==> config.mk <==
export PLATFORM = sky130hd
export DESIGN_NAME = supply_fault_seq
export DESIGN_NICKNAME = d
export VERILOG_FILES = /design/src/rtl/sfs_pkg.sv /design/src/rtl/sfs_integrator.sv /design/src/rtl/sfs_datapath.sv /design/src/rtl/sfs_control.sv /design/src/rtl/supply_fault_seq.sv
export SDC_FILE = /design/constraint.sdc
export NUM_CORES = 1
export LEC_CHECK = 0
export BUFFER_PORTS_ARGS = -buffer_cell sky130_fd_sc_hd__clkbuf_2
export CAP_MARGIN = 20
export CORE_MARGIN = 2
export CORE_UTILIZATION = 23
export CTS_BUF_LIST = sky130_fd_sc_hd__clkbuf_8 sky130_fd_sc_hd__clkbuf_16
export CTS_CLUSTER_DIAMETER = 50
export DETAILED_ROUTE_END_ITERATION = 8
export PLACE_DENSITY = 0.42
export SLEW_MARGIN = 20
export SYNTH_ARGS = -nofsm -noshare
export SYNTH_HDL_FRONTEND = slang
export SYNTH_HIERARCHICAL = 1
export SYNTH_SLANG_ARGS = --single-unit
==> constraint.sdc <==
create_clock -name clk -period 3.7 [get_ports clk]
set_input_delay 0.37 -clock clk [delete_from_list [all_inputs] [get_ports clk]]
set_output_delay 0.37 -clock clk [all_outputs]
set_load 0.01 [all_outputs]
==> src/rtl/sfs_pkg.sv <==
package sfs_pkg;

  localparam int NUM_CH = 2;
  localparam int CH_UV  = 0;
  localparam int CH_OV  = 1;

  // Control -> datapath timer strobes, one bit per channel
  typedef struct packed {
    logic [NUM_CH-1:0] tmrClr;
    logic [NUM_CH-1:0] tmrRun;
  } sfs_strobe_t;

  // Datapath -> control status, one bit per channel
  typedef struct packed {
    logic [NUM_CH-1:0] filt;
    logic [NUM_CH-1:0] done;
  } sfs_status_t;

endpackage

==> src/rtl/sfs_integrator.sv <==
module sfs_integrator #(
  parameter int FILT_MAX = 4
) (
  input  logic clk,
  input  logic rstN,
  input  logic rawIn,
  output logic filtOut
);

  localparam int W = (FILT_MAX < 2) ? 1 : $clog2(FILT_MAX + 1);
  localparam logic [W-1:0] FULL = W'(FILT_MAX);

  logic [W-1:0] level;
  logic [W-1:0] levelNext;

  always_comb begin
    levelNext = level;
    if (rawIn && (level != FULL))
      levelNext = level + 1'b1;
    else if (!rawIn && (level != '0))
      levelNext = level - 1'b1;
  end

  always_ff @(posedge clk or negedge rstN) begin
    if (!rstN) begin
      level   <= '0;
      filtOut <= 1'b0;
    end else begin
      level <= levelNext;
      if (levelNext == FULL)
        filtOut <= 1'b1;
      else if (levelNext == '0)
        filtOut <= 1'b0;
    end
  end

endmodule

==> src/rtl/sfs_datapath.sv <==
module sfs_datapath
  import sfs_pkg::*;
#(
  parameter int FILT_MAX = 4,
  parameter int CNT_W    = 16
) (
  input  logic              clk,
  input  logic              rstN,
  input  logic [NUM_CH-1:0] rawFlags,
  input  logic [CNT_W-1:0]  timeoutLen,
  input  sfs_strobe_t       strobe,
  output sfs_status_t       status
);

  localparam logic [CNT_W-1:0] CNT_TOP = {CNT_W{1'b1}};

  for (genvar ch = 0; ch < NUM_CH; ch++) begin : g_ch
    logic [CNT_W-1:0] holdCnt;

    sfs_integrator #(.FILT_MAX(FILT_MAX)) u_integ (
      .clk    (clk),
      .rstN   (rstN),
      .rawIn  (rawFlags[ch]),
      .filtOut(status.filt[ch])
    );

    always_ff @(posedge clk or negedge rstN) begin
      if (!rstN)
        holdCnt <= '0;
      else if (strobe.tmrClr[ch])
        holdCnt <= '0;
      else if (strobe.tmrRun[ch] && (holdCnt != CNT_TOP))
        holdCnt <= holdCnt + 1'b1;
    end

    assign status.done[ch] = (holdCnt >= timeoutLen);
  end

endmodule

==> src/rtl/sfs_control.sv <==
module sfs_control
  import sfs_pkg::*;
(
  input  logic        clk,
  input  logic        rstN,
  input  logic        lockout,
  input  logic        ovTrack,
  input  logic        outDisable,
  input  logic        timerBypass,
  input  sfs_status_t status,
  output sfs_strobe_t strobe,
  output logic        uvActive,
  output logic        ovActive
);

  logic uvHeld, ovHeld, ovSticky, lockQ;
  logic uvHeldNext, ovHeldNext, ovStickyNext;

  always_comb begin
    strobe     = '0;
    uvHeldNext = uvHeld;
    // Undervoltage channel: lockout and live fault both hold and reset the timer
    if (lockout || status.filt[CH_UV]) begin
      uvHeldNext            = 1'b1;
      strobe.tmrClr[CH_UV]  = 1'b1;
    end else if (uvHeld) begin
      if (timerBypass || status.done[CH_UV]) begin
        uvHeldNext           = 1'b0;
        strobe.tmrClr[CH_UV] = 1'b1;
      end else begin
        strobe.tmrRun[CH_UV] = 1'b1;
      end
    end

    // Overvoltage channel: lockout clears everything and blocks assertion
    ovHeldNext   = ovHeld;
    ovStickyNext = ovSticky;
    if (lockout) begin
      ovHeldNext           = 1'b0;
      ovStickyNext         = 1'b0;
      strobe.tmrClr[CH_OV] = 1'b1;
    end else begin
      if (status.filt[CH_OV]) begin
        ovHeldNext           = 1'b1;
        strobe.tmrClr[CH_OV] = 1'b1;
      end else if (ovHeld) begin
        if (timerBypass || status.done[CH_OV]) begin
          ovHeldNext           = 1'b0;
          strobe.tmrClr[CH_OV] = 1'b1;
        end else begin
          strobe.tmrRun[CH_OV] = 1'b1;
        end
      end
      if (ovTrack)
        ovStickyNext = 1'b0;
      else if (status.filt[CH_OV] || ovHeld)
        ovStickyNext = 1'b1;
    end
  end

  always_ff @(posedge clk or negedge rstN) begin
    if (!rstN) begin
      uvHeld   <= 1'b1;
      ovHeld   <= 1'b0;
      ovSticky <= 1'b0;
      lockQ    <= 1'b0;
    end else begin
      uvHeld   <= uvHeldNext;
      ovHeld   <= ovHeldNext;
      ovSticky <= ovStickyNext;
      lockQ    <= lockout;
    end
  end

  // Disable overrides; during disable UV mirrors the registered lockout only
  assign uvActive = outDisable ? lockQ : uvHeld;
  assign ovActive = !outDisable && (ovHeld || ovSticky);

endmodule

==> src/rtl/supply_fault_seq.sv <==
module supply_fault_seq
  import sfs_pkg::*;
#(
  parameter int FILT_MAX    = 4,
  parameter int CNT_W       = 16,
  parameter bit OV_ACT_HIGH = 1'b0
) (
  input  logic             clk,
  input  logic             rstN,
  input  logic             underFlag,
  input  logic             overFlag,
  input  logic             lockout,
  input  logic             ovTrack,
  input  logic             outDisable,
  input  logic             timerBypass,
  input  logic [CNT_W-1:0] timeoutLen,
  output logic             uvOutN,
  output logic             ovOut
);

  sfs_strobe_t strobe;
  sfs_status_t status;
  logic        uvActive, ovActive;
  logic [NUM_CH-1:0] rawFlags;

  assign rawFlags[CH_UV] = underFlag;
  assign rawFlags[CH_OV] = overFlag;

  sfs_datapath #(.FILT_MAX(FILT_MAX), .CNT_W(CNT_W)) u_dp (
    .clk       (clk),
    .rstN      (rstN),
    .rawFlags  (rawFlags),
    .timeoutLen(timeoutLen),
    .strobe    (strobe),
    .status    (status)
  );

  sfs_control u_ctrl (
    .clk        (clk),
    .rstN       (rstN),
    .lockout    (lockout),
    .ovTrack    (ovTrack),
    .outDisable (outDisable),
    .timerBypass(timerBypass),
    .status     (status),
    .strobe     (strobe),
    .uvActive   (uvActive),
    .ovActive   (ovActive)
  );

  assign uvOutN = !uvActive;

  if (OV_ACT_HIGH) begin : g_ov_hi
    assign ovOut = ovActive;
  end else begin : g_ov_lo
    assign ovOut = !ovActive;
  end

endmodule

==> results.md, run 1 <==
- After global routing the overflow that remains totals 0.
- The final number of hold-violating endpoints is 0.
- The floorplan step defined a die boundary enclosing 15200 µm².
- In the final design database the tool counted 464 nets.
- Counting distinct cell types in the post-synthesis netlist gives 59.
- The post-route clock skew is 0.00345 ns.
- The setup-violating endpoint count in the final report is 0.
- STA puts the critical path data required time at 3.90 ns.
- The number of fill cells is 1492.
- Setup repair after global routing left no endpoint under its margin.
- met2 is the most crowded layer.
- The worst setup path is of the reg -> reg kind.
- The horizontal die dimension is 123 µm.
- The synthesized netlist cell count is 362.
- The async set-or-reset flop fraction in the synthesized netlist is 100%.
- Entering global routing, the biggest net connects 26 pins.
- The leading area contributor after synthesis is dfrtp_1.
- The count of boundary I/O pins is 26.
- At the pin with the least slew margin, the transition time is 0.721 ns.
- In the routed design, unresolved DRC markers number 0.
- The number of input and output port buffers inserted is 25.
- After clock tree synthesis, the flow added hold-fix buffers numbering 0.
- The clock slew seen by the registers of the worst setup and hold paths is 0.06 ns.
- Clock tree synthesis selected as its root buffer the cell clkbuf_16.
- The analysis attributes to cell leakage a power of 0.00173 µW.
- IR analysis of the VDD net gives a maximum drop of 235 µV.
- The final critical-path share of the clock period is 92.6%.
- Post-CTS timing repair inserted 0 buffers for setup.
- The final non-filler cell total is 581.
- Counting flops and latches in the post-synthesis netlist gives 44.
- The mapped cell area is 3280 µm².
- The analysis attributes to net switching a power of 495 µW.
- The signed area change from the synthesized netlist to the final layout is 18.1%.
- The final weighted congestion in routability-driven placement is 0.764.
- TritonCTS created 5 clock buffers.
- The share of Yosys cell area claimed by the top area cell type is 32.8%.
- TritonCTS built the clock tree.
- The region available for standard cell placement spans 13900 µm².
- Global routing used 2.31% of the available met3 tracks.
- The global-route total usage across every layer is 11.7%.
- The sequential cell area fraction in the yosys report is 33.7%.
- The count of antenna diodes in the layout is 0.
- The global-route wire length before repair is 13800 µm.
- The via count of the first global-routing pass is 2761.
- The initial antenna violation count came to 0.
- In the final layout, the multi-input gates occupy 2050 µm².
- The max-slew violation count was 0.
- The most used flip-flop cell after synthesis is dfrtp_1.
- Once layout is complete, the utilization of the core stands at 27.9%.
- For this design the ratio of total power to cell area is 389 nW/µm².
- For the worst setup path, the data arrival time is 3.63 ns.
- The count of maximum capacitance violations is 0.
- STA classifies the critical path startpoint as a flip-flop.
- The worst setup slack before clock tree synthesis is -0.325 ns.
- The worst-path maximum fanout is 4.
- In this run the cell area measured after placement is 3690 µm².
- The shortest clock period the worst path allows after layout is 3.43 ns.
- During synthesis, Yosys emitted a total of 6 warnings.
- The run finished with clean final reports.
- The maximum clock insertion buffer count is 2.
- Adding up every negative setup slack in the final design gives 0 ns.
- The routing usage on met1 is 13.7%.
- The clock latency at the later pin of the worst-skew pair is 0.29 ns.
- The final layout contains routed wiring with a total length of 8320 µm.
- STA classifies the critical path endpoint as a flip-flop.
- The internal power of the cells totals 1010 µW.
- The share of total power dissipated in the clock network is 30.0%.
- The die extent in y is 123 µm.
- The deepest level of the CTS H-tree is 2.
- For met2 alone, demand over resource in global routing was 21.4%.
- The setup slack after layout is 0.273 ns.
- The number of iterations in the first detailed-routing pass is 4.
- The net count after synthesis is 426.
- After detailed placement, the design holds a cell count of 573.
- The number of rows created at floorplan is 43.
- The combinational share of power is 30.7%.
- Of the cells placed in the final design, the portion with a size suffix greater than 1 is 17.7%.
- For this configuration, the core starts out at a cell density of 23.6%.
- Across the whole layout, storage elements account for 1100 µm².
- Detailed placement finished with a half-perimeter wire length of 6590 µm.
- After detailed routing, the number of vias per cell comes to 4.73.
- The total number of vias is 2747.
- In this run the remaining antenna-violating nets after routing total 0.
- The number of sinks handled by clock tree synthesis is 44.
- The design area is 3870 µm².
- Static timing analysis puts the maximum clock frequency at 292 MHz.
- Yosys mapped a number of flops with a built-in enable equal to 0.
- The average wire length per cell after detail routing is 14.3 µm.
- The tightest min-delay check is of the in -> async type.
- By area the synthesized netlist is led by dfrtp_1 (33%), ha_1 (15%), nor2_1 (4.1%).
- Averaged over all synthesized cells, the footprint is 9.05 µm².
- The share of total power in sequential cells is 39.4%.
- The switching part of the total is 32.9%.
- The worst slew margin relative to its limit is 51.8%.
- After the first detailed-routing iteration, the DRC count stood at 73.
## stage by stage
| step | total power (µW) | hold WS (ns) |
|---|---|---|
| floorplan | 950 | 0.0744 |
| global placement | 1060 | 0.394 |
| detailed placement | 1070 | 0.399 |
| CTS | 1530 | 0.0884 |
| global route | 1620 | 0.0997 |
| finish | 1500 | 0.0631 |
## state kept, by name, summed over array words and instances, names as in the netlist
name / cells
u_dp/g_ch.holdCnt: 32
u_dp/g_ch.u_integ/level: 6
u_dp/g_ch.u_integ/filtOut: 2
u_ctrl/lockQ: 1
u_ctrl/ovHeld: 1
u_ctrl/ovSticky: 1
u_ctrl/uvHeld: 1
## cell usage in the layout, fill, tap and decap left out, types with 4 or more instances in the layout
master	Yosys	final
nor3_1	9	7
nand2b_1	4	4
a211oi_1	7	7
nand2_1	20	20
ha_1	40	40
clkbuf_16	0	5
nand3_1	13	12
and3_1	6	5
or4_1	4	4
mux2i_1	4	4
mux2_2	7	7
a31oi_1	5	5
clkbuf_2	0	25
nor2b_1	8	8
o31ai_1	6	6
nand4_1	7	7
xnor2_1	6	6
dfrtp_1	43	43
a21oi_1	21	20
nor3_2	2	4
inv_1	35	37
o21ai_0	16	15
buf_4	0	11
nor2_1	36	36
or3_1	4	4
## Yosys cell counts, types with 2 or more instances
cell,instances
mux2_4,2
dfrtp_1,43
clkinv_1,2
xnor2_1,6
a22oi_1,2
nor3_1,9
nand4_1,7
nand3b_1,3
a21boi_0,3
a211oi_1,7
a21o_1,3
o21ai_0,16
and4_1,3
ha_1,40
nand2b_1,4
or3b_1,2
mux2_2,7
inv_1,35
nand2_1,20
nor4_1,3
nor2b_1,8
o31ai_1,6
and3_1,6
o211ai_2,2
buf_1,2
a21oi_1,21
nor2_1,36
mux2i_1,4
a31oi_1,5
a41oi_1,2
a2111oi_0,2
a21oi_2,2
nor3_2,2
or4_1,4
nand3_1,13
clkbuf_1,2
a221oi_1,2
or3_1,4
and2_1,2
## layer usage
layer / vias to the layer above / wire length (µm)
met5: - / 0
met4: 0 / 166
met3: 10 / 155
met2: 16 / 4260
met1: 1323 / 3730
li1: 1398 / -
## final cells by class
type | instances | area share, %
Multi-Input combinational cell | 276 | 52.9
Clock buffer | 6 | 3.59
Tap cell | 180 | 5.82
Inverter | 37 | 3.59
Sequential cell | 44 | 28.5
Timing Repair Buffer | 36 | 5.37
Clock inverter | 2 | 0.194
## worst max-delay path, stage by stage, from the launching register on
cell and delay, ns:
dfrtp_1 0.43, ha_1 0.33, a21oi_1 0.16, o21ai_0 0.16, a2111oi_2 0.35, o21ai_1 0.19
or3b_1 0.43, nor3_2 0.13, buf_4 0.16, and3_2 0.23, nand3_2 0.13, or4_1 0.51
a21oi_2 0.14
## worst paths after layout
check	from	to	slack, ns	cells after the start
setup / recovery	u_dp/g_ch[1].holdCnt[11]$_DFFE_PN0P_	u_dp/g_ch[1].holdCnt[9]$_DFFE_PN0P_	0.27	12
min in group clk	ovTrack	u_ctrl/ovSticky$_DFFE_PN0P_	0.24	2
hold reg to reg	u_dp/g_ch[1].u_integ/filtOut$_DFFE_PN0P_	u_dp/g_ch[1].u_integ/filtOut$_DFFE_PN0P_	0.60	1
setup reg to reg	u_dp/g_ch[1].holdCnt[11]$_DFFE_PN0P_	u_dp/g_ch[1].holdCnt[9]$_DFFE_PN0P_	0.27	12
hold / removal	rstN	u_dp/g_ch[1].holdCnt[3]$_DFFE_PN0P_	0.06	1
max in group asynchronous	rstN	u_ctrl/uvHeld$_DFF_PN1_	2.83	2
## cell families (layout without fill, tap and decap cells)
kind of cell / Yosys count / in the layout / synth area share [%]
AO/OA/AOI/OAI: 83 / 83 / 17.7
flip-flops: 44 / 44 / 33.7
buffers and inverters: 42 / 81 / 4.85
XOR/XNOR: 7 / 7 / 1.87
adder cells (fa/ha/maj): 40 / 40 / 15.3
AND/OR/NAND/NOR: 133 / 133 / 22.1
multiplexers: 13 / 13 / 4.55
## power by group through the flow
stage	Clock, µW	Sequential, µW	Combinational [µW]
after floorplan	0	584	365
after global placement	0	601	457
after detailed placement	0	602	468
after CTS	470	593	470
after global routing	495	601	529
final	451	593	461
## repair_timing
item | CTS | global route
setup endpoints to repair | 6 | 4
hold endpoints to repair | 0 | 0
pin swaps | 0 | 1
resized for setup | 3 | 6
No activity file was read; power rests on OpenSTA's default activity.
==> inputs of run 2 (changes only) <==
Settings changed: ABC_AREA from default to 1, CORE_MARGIN 2 to 10.
==> run 2 against run 1 <==
Against the previous run:
- hold slack lost 0.028 ns
- critical endpoint is now u_dp/g_ch[0].holdCnt[7]$_DFFE_PN0P_
- first-iteration DRC count increased by 110%
- via count grew 17%
- setup slack improved by 0.47 ns
- cell count rose by 25%
- power grew 4.7%
- synthesized area up 7.6%
- synthesized cell count rose by 41%
- global-route usage fell by 2.2 points
- critical path type unchanged
- non-clock buffer count is 10 lower
==> results.md, run 2 <==
- The maximum clock insertion buffer count is 2.
- The final number of hold-violating endpoints came to 0.
- After synthesis the cells add up to 3520 µm².
- The final critical-path share of the clock period is 79.9%.
- The class of the most critical setup path is reg -> reg.
- After detailed placement, the design holds a cell count of 719.
- The final-layout setup total negative slack is 0 ns.
- Summed over all cells, the static leakage comes to 0.00215 µW.
- The worst register-to-register path has a depth of 12.
- The routed via count divided by cell count is 4.44.
- Counting instances in the post-synthesis netlist gives the leading cell types as nand2_1 (161), inv_1 (65), nor2_1 (47).
- Among all flip-flop cells after synthesis, the most frequent one is dfrtp_1.
- The number of iterations in the first detailed-routing pass is 4.
- The horizontal die dimension is 144 µm.
- The average wire length per cell after detail routing is 12.8 µm.
- The total wire length is 9300 µm.
- The register with the most flip-flops in the layout has 32 of them.
- The worst ir drop on vdd is 228 µV.
- The initial antenna violation count is 0.
- The total number of vias is 3225.
- The flow ran to the end, and the final reports show no timing, DRC or antenna violations.
- The path category of the worst min-delay check is in -> async.
- The number of antenna diodes in the final layout is 0.
- 26 I/O pins were placed.
- The number of warnings printed during yosys synthesis is 6.
- Setup repair after global routing left no endpoint under its margin.
- The async set-or-reset flop fraction in the synthesized netlist is 100%.
- For this run, the total global-route usage over all layers was measured as 9.54%.
- Clock-pin slew was measured on the worst setup and hold paths at 0.07 ns.
- The capturing element type of the critical path is a flip-flop.
- The die extent in y is 144 µm.
- The cell at the root of the clock tree is clkbuf_16.
- The via count of the first global-routing pass is 3233.
- The count of nets after finishing is 602.
- The reg-to-reg startpoint is u_dp/g_ch[0].holdCnt[15]$_DFFE_PN0P_.
- The transition time of the tightest slew-check pin is 0.933 ns.
- Setup violations remaining at the end of the flow were counted as 0.
- Data on the critical path is required at its endpoint by 3.88 ns.
- Post-CTS repair changed the size of 0 cells.
- In this run the tool buffered the top-level ports with 25 buffer cells.
- The deepest level of the CTS H-tree is 2.
- Counting distinct cell types in the post-synthesis netlist gives 32.
- The placed standard-cell area is 3860 µm².
- The top achievable clock speed is 338 MHz.
- Counting flops and latches in the post-synthesis netlist gives 44.
- STA classifies the critical path startpoint as a flip-flop.
- Summing all non-filler instances in the final layout gives an area of 4020 µm².
- In this run the critical register-to-register path is captured at u_dp/g_ch[0].holdCnt[7]$_DFFE_PN0P_.
- Once detailed placement completed, the half-perimeter wirelength came to 7360 µm.
- Subtracting the final worst setup slack from the clock period gives 2.95 ns.
- The number of rows created at floorplan is 45.
- u_dp/g_ch.holdCnt holds more flip-flops than any other register.
- The largest individual stage delay along the critical path comes from the cell dfrtp_1.
- The signed area change from the synthesized netlist to the final layout is 14.2%.
- The final non-filler cell total is 727.
- The post-route DRC violation count is 0.
- The synthesized netlist cell count is 510.
- The largest stage delay on the critical path is 0.44 ns.
- In the final layout, the share of cells above drive strength 1 is 11.3%.
- TritonCTS created 5 clock buffers.
- The leading area contributor after synthesis is dfrtp_1.
- The floorplan step defined a die boundary enclosing 20700 µm².
- The initial core utilization is 23.3%.
- The number of setup buffers added after CTS is 0.
- On the critical path the largest part of the delay comes from simple AND/OR/NAND/NOR gates.
- The buffers plus inverters on the worst setup path is 2.
- The area of the core is 15100 µm².
- In this run, synthesis inferred 0 flip-flops with an integrated enable.
- The library cell used most frequently in the layout, excluding fill and tap cells, is nand2_1.
- The worst slew margin relative to its limit is 37.6%.
- The arrival time of data at the critical path endpoint is 3.14 ns.
- The largest registers in the layout are u_dp/g_ch.holdCnt: 32 flops, u_dp/g_ch.u_integ/level: 6 flops, u_dp/g_ch.u_integ/filtOut: 2 flops.
- The share of Yosys cell area claimed by the top area cell type is 30.5%.
- The remaining global-route overflow is 0.
- Sorting the synthesized cells by area gives the leading types as dfrtp_1 (31%), nand2_1 (17%), ha_1 (14%).
- The power per standard cell area is 391 nW/µm².
- The count of maximum capacitance violations is 0.
- At the end of routability-driven placement, the weighted congestion stood at 0.809.
- The sequential cell area fraction in the yosys report is 31.3%.
- On the final layout, the worst clock skew is 0.00581 ns.
- The clock latency at the later pin of the worst-skew pair is 0.29 ns.
- nand2_1 is the most common cell in the netlist.
- The post-route antenna net violation count is 0.
- The DRC marker count from the first detailed-route iteration is 153.
- The top cell types in the final layout, fill and taps aside, are nand2_1 (161), inv_1 (66), nor2_1 (47).
- The signal on the critical path passes through ha_1, nand4_1, nor3_1, nand3_1, nand3_1, nor2_1, o21ai_0, inv_1, o21ai_1, inv_2, nand2_1, nand2_1.
- The pin count of the biggest net entering global routing is 27.
- Of all nets on the critical path, the largest fanout is 16.
- The net count after synthesis is 574.
- After clock tree synthesis, the flow added hold-fix buffers numbering 0.
- Clock tree synthesis found a total of 44 sinks.
- The global-route wire length before repair is 16000 µm.
- Across all register-to-register paths, the minimum setup slack is 0.75 ns.
- The max-slew violation count came to 0.
- Averaged over all synthesized cells, the footprint is 6.91 µm².
- TritonCTS built the clock tree.
[run 2: changes by cell type after synthesis, moves of 6 or more]
| cell | delta |
|---|---|
| a211oi_1 | -7 |
| inv_1 | +30 |
| mux2_2 | -7 |
| nand2_1 | +141 |
| nand2_2 | +8 |
| nand3_1 | +33 |
| nand4_1 | +13 |
| nor2_1 | +11 |
| nor2_2 | +6 |
| nor2b_1 | -8 |
| o21ai_0 | -6 |
| o21bai_1 | +6 |
| o31ai_1 | -6 |
[run 2: worst max-delay path by stage]
stage / slack, ns / start / cells past startpoint / to
2_1_floorplan: 1.54 / timeoutLen[5] / 16 / u_dp/g_ch[0].holdCnt[7]$_DFFE_PN0P_
3_3_place_gp: 0.72 / timeoutLen[15] / 14 / u_dp/g_ch[0].holdCnt[1]$_DFFE_PN0P_
3_5_place_dp: 0.70 / timeoutLen[15] / 14 / u_dp/g_ch[0].holdCnt[15]$_DFFE_PN0P_
4_1_cts: 0.72 / u_dp/g_ch[0].holdCnt[15]$_DFFE_PN0P_ / 12 / u_dp/g_ch[0].holdCnt[1]$_DFFE_PN0P_
5_1_grt: 0.42 / u_dp/g_ch[0].holdCnt[15]$_DFFE_PN0P_ / 12 / u_dp/g_ch[0].holdCnt[9]$_DFFE_PN0P_
6_report: 0.75 / u_dp/g_ch[0].holdCnt[15]$_DFFE_PN0P_ / 12 / u_dp/g_ch[0].holdCnt[7]$_DFFE_PN0P_
[run 2: logic make-up (layout without fill, tap and decap cells)]
kind of cell | after synthesis | in the layout | share of synthesized area (%)
simple gates | 304 | 304 | 38.1
buf+inv | 75 | 104 | 8.35
flops | 44 | 44 | 31.3
compound gates | 41 | 41 | 6.61
fa+ha+maj | 40 | 40 | 14.2
xor+xnor | 6 | 6 | 1.49
[run 2: metal layers]
metal	routed length [µm]	global-route usage, %	part of all wire (%)	vias to the layer above
li1	-	-	-	1706
met1	4840	12.8	52	1470
met2	4010	14.9	43	39
met3	328	1.95	3.5	10
met4	122	2.90	1.3	0
met5	0	0	0	-
[run 2: layout make-up]
class / count / area (µm²)
clock buffer: 5 / 125
inverter: 70 / 263
fill: 1672 / 11100
timing repair buffer: 26 / 133
clock inverter: 3 / 38.8
tap: 188 / 235
sequential: 44 / 1100
multi-input combinational: 391 / 2130
[run 2: per-stage QoR]
step / power [µW] / hold WS, ns / worst slack [ns] / util (%)
finish: 1570 / 0.0349 / 0.745 / 26.7
global route: 1710 / 0.0725 / 0.421 / 26.7
CTS: 1610 / 0.0480 / 0.717 / 26.7
detailed placement: 1080 / 0.371 / 0.700 / 25.6
global placement: 1070 / 0.373 / 0.720 / 25.6
floorplan: 956 / 0.0744 / 1.54 / -
[run 2: power by group]
group	internal (µW)	switching [µW]	leakage (µW)
registers	537	41.0	0.000592
logic	160	328	0.00148
clock network	315	193	0.0000850
total	1010	562	0.00215
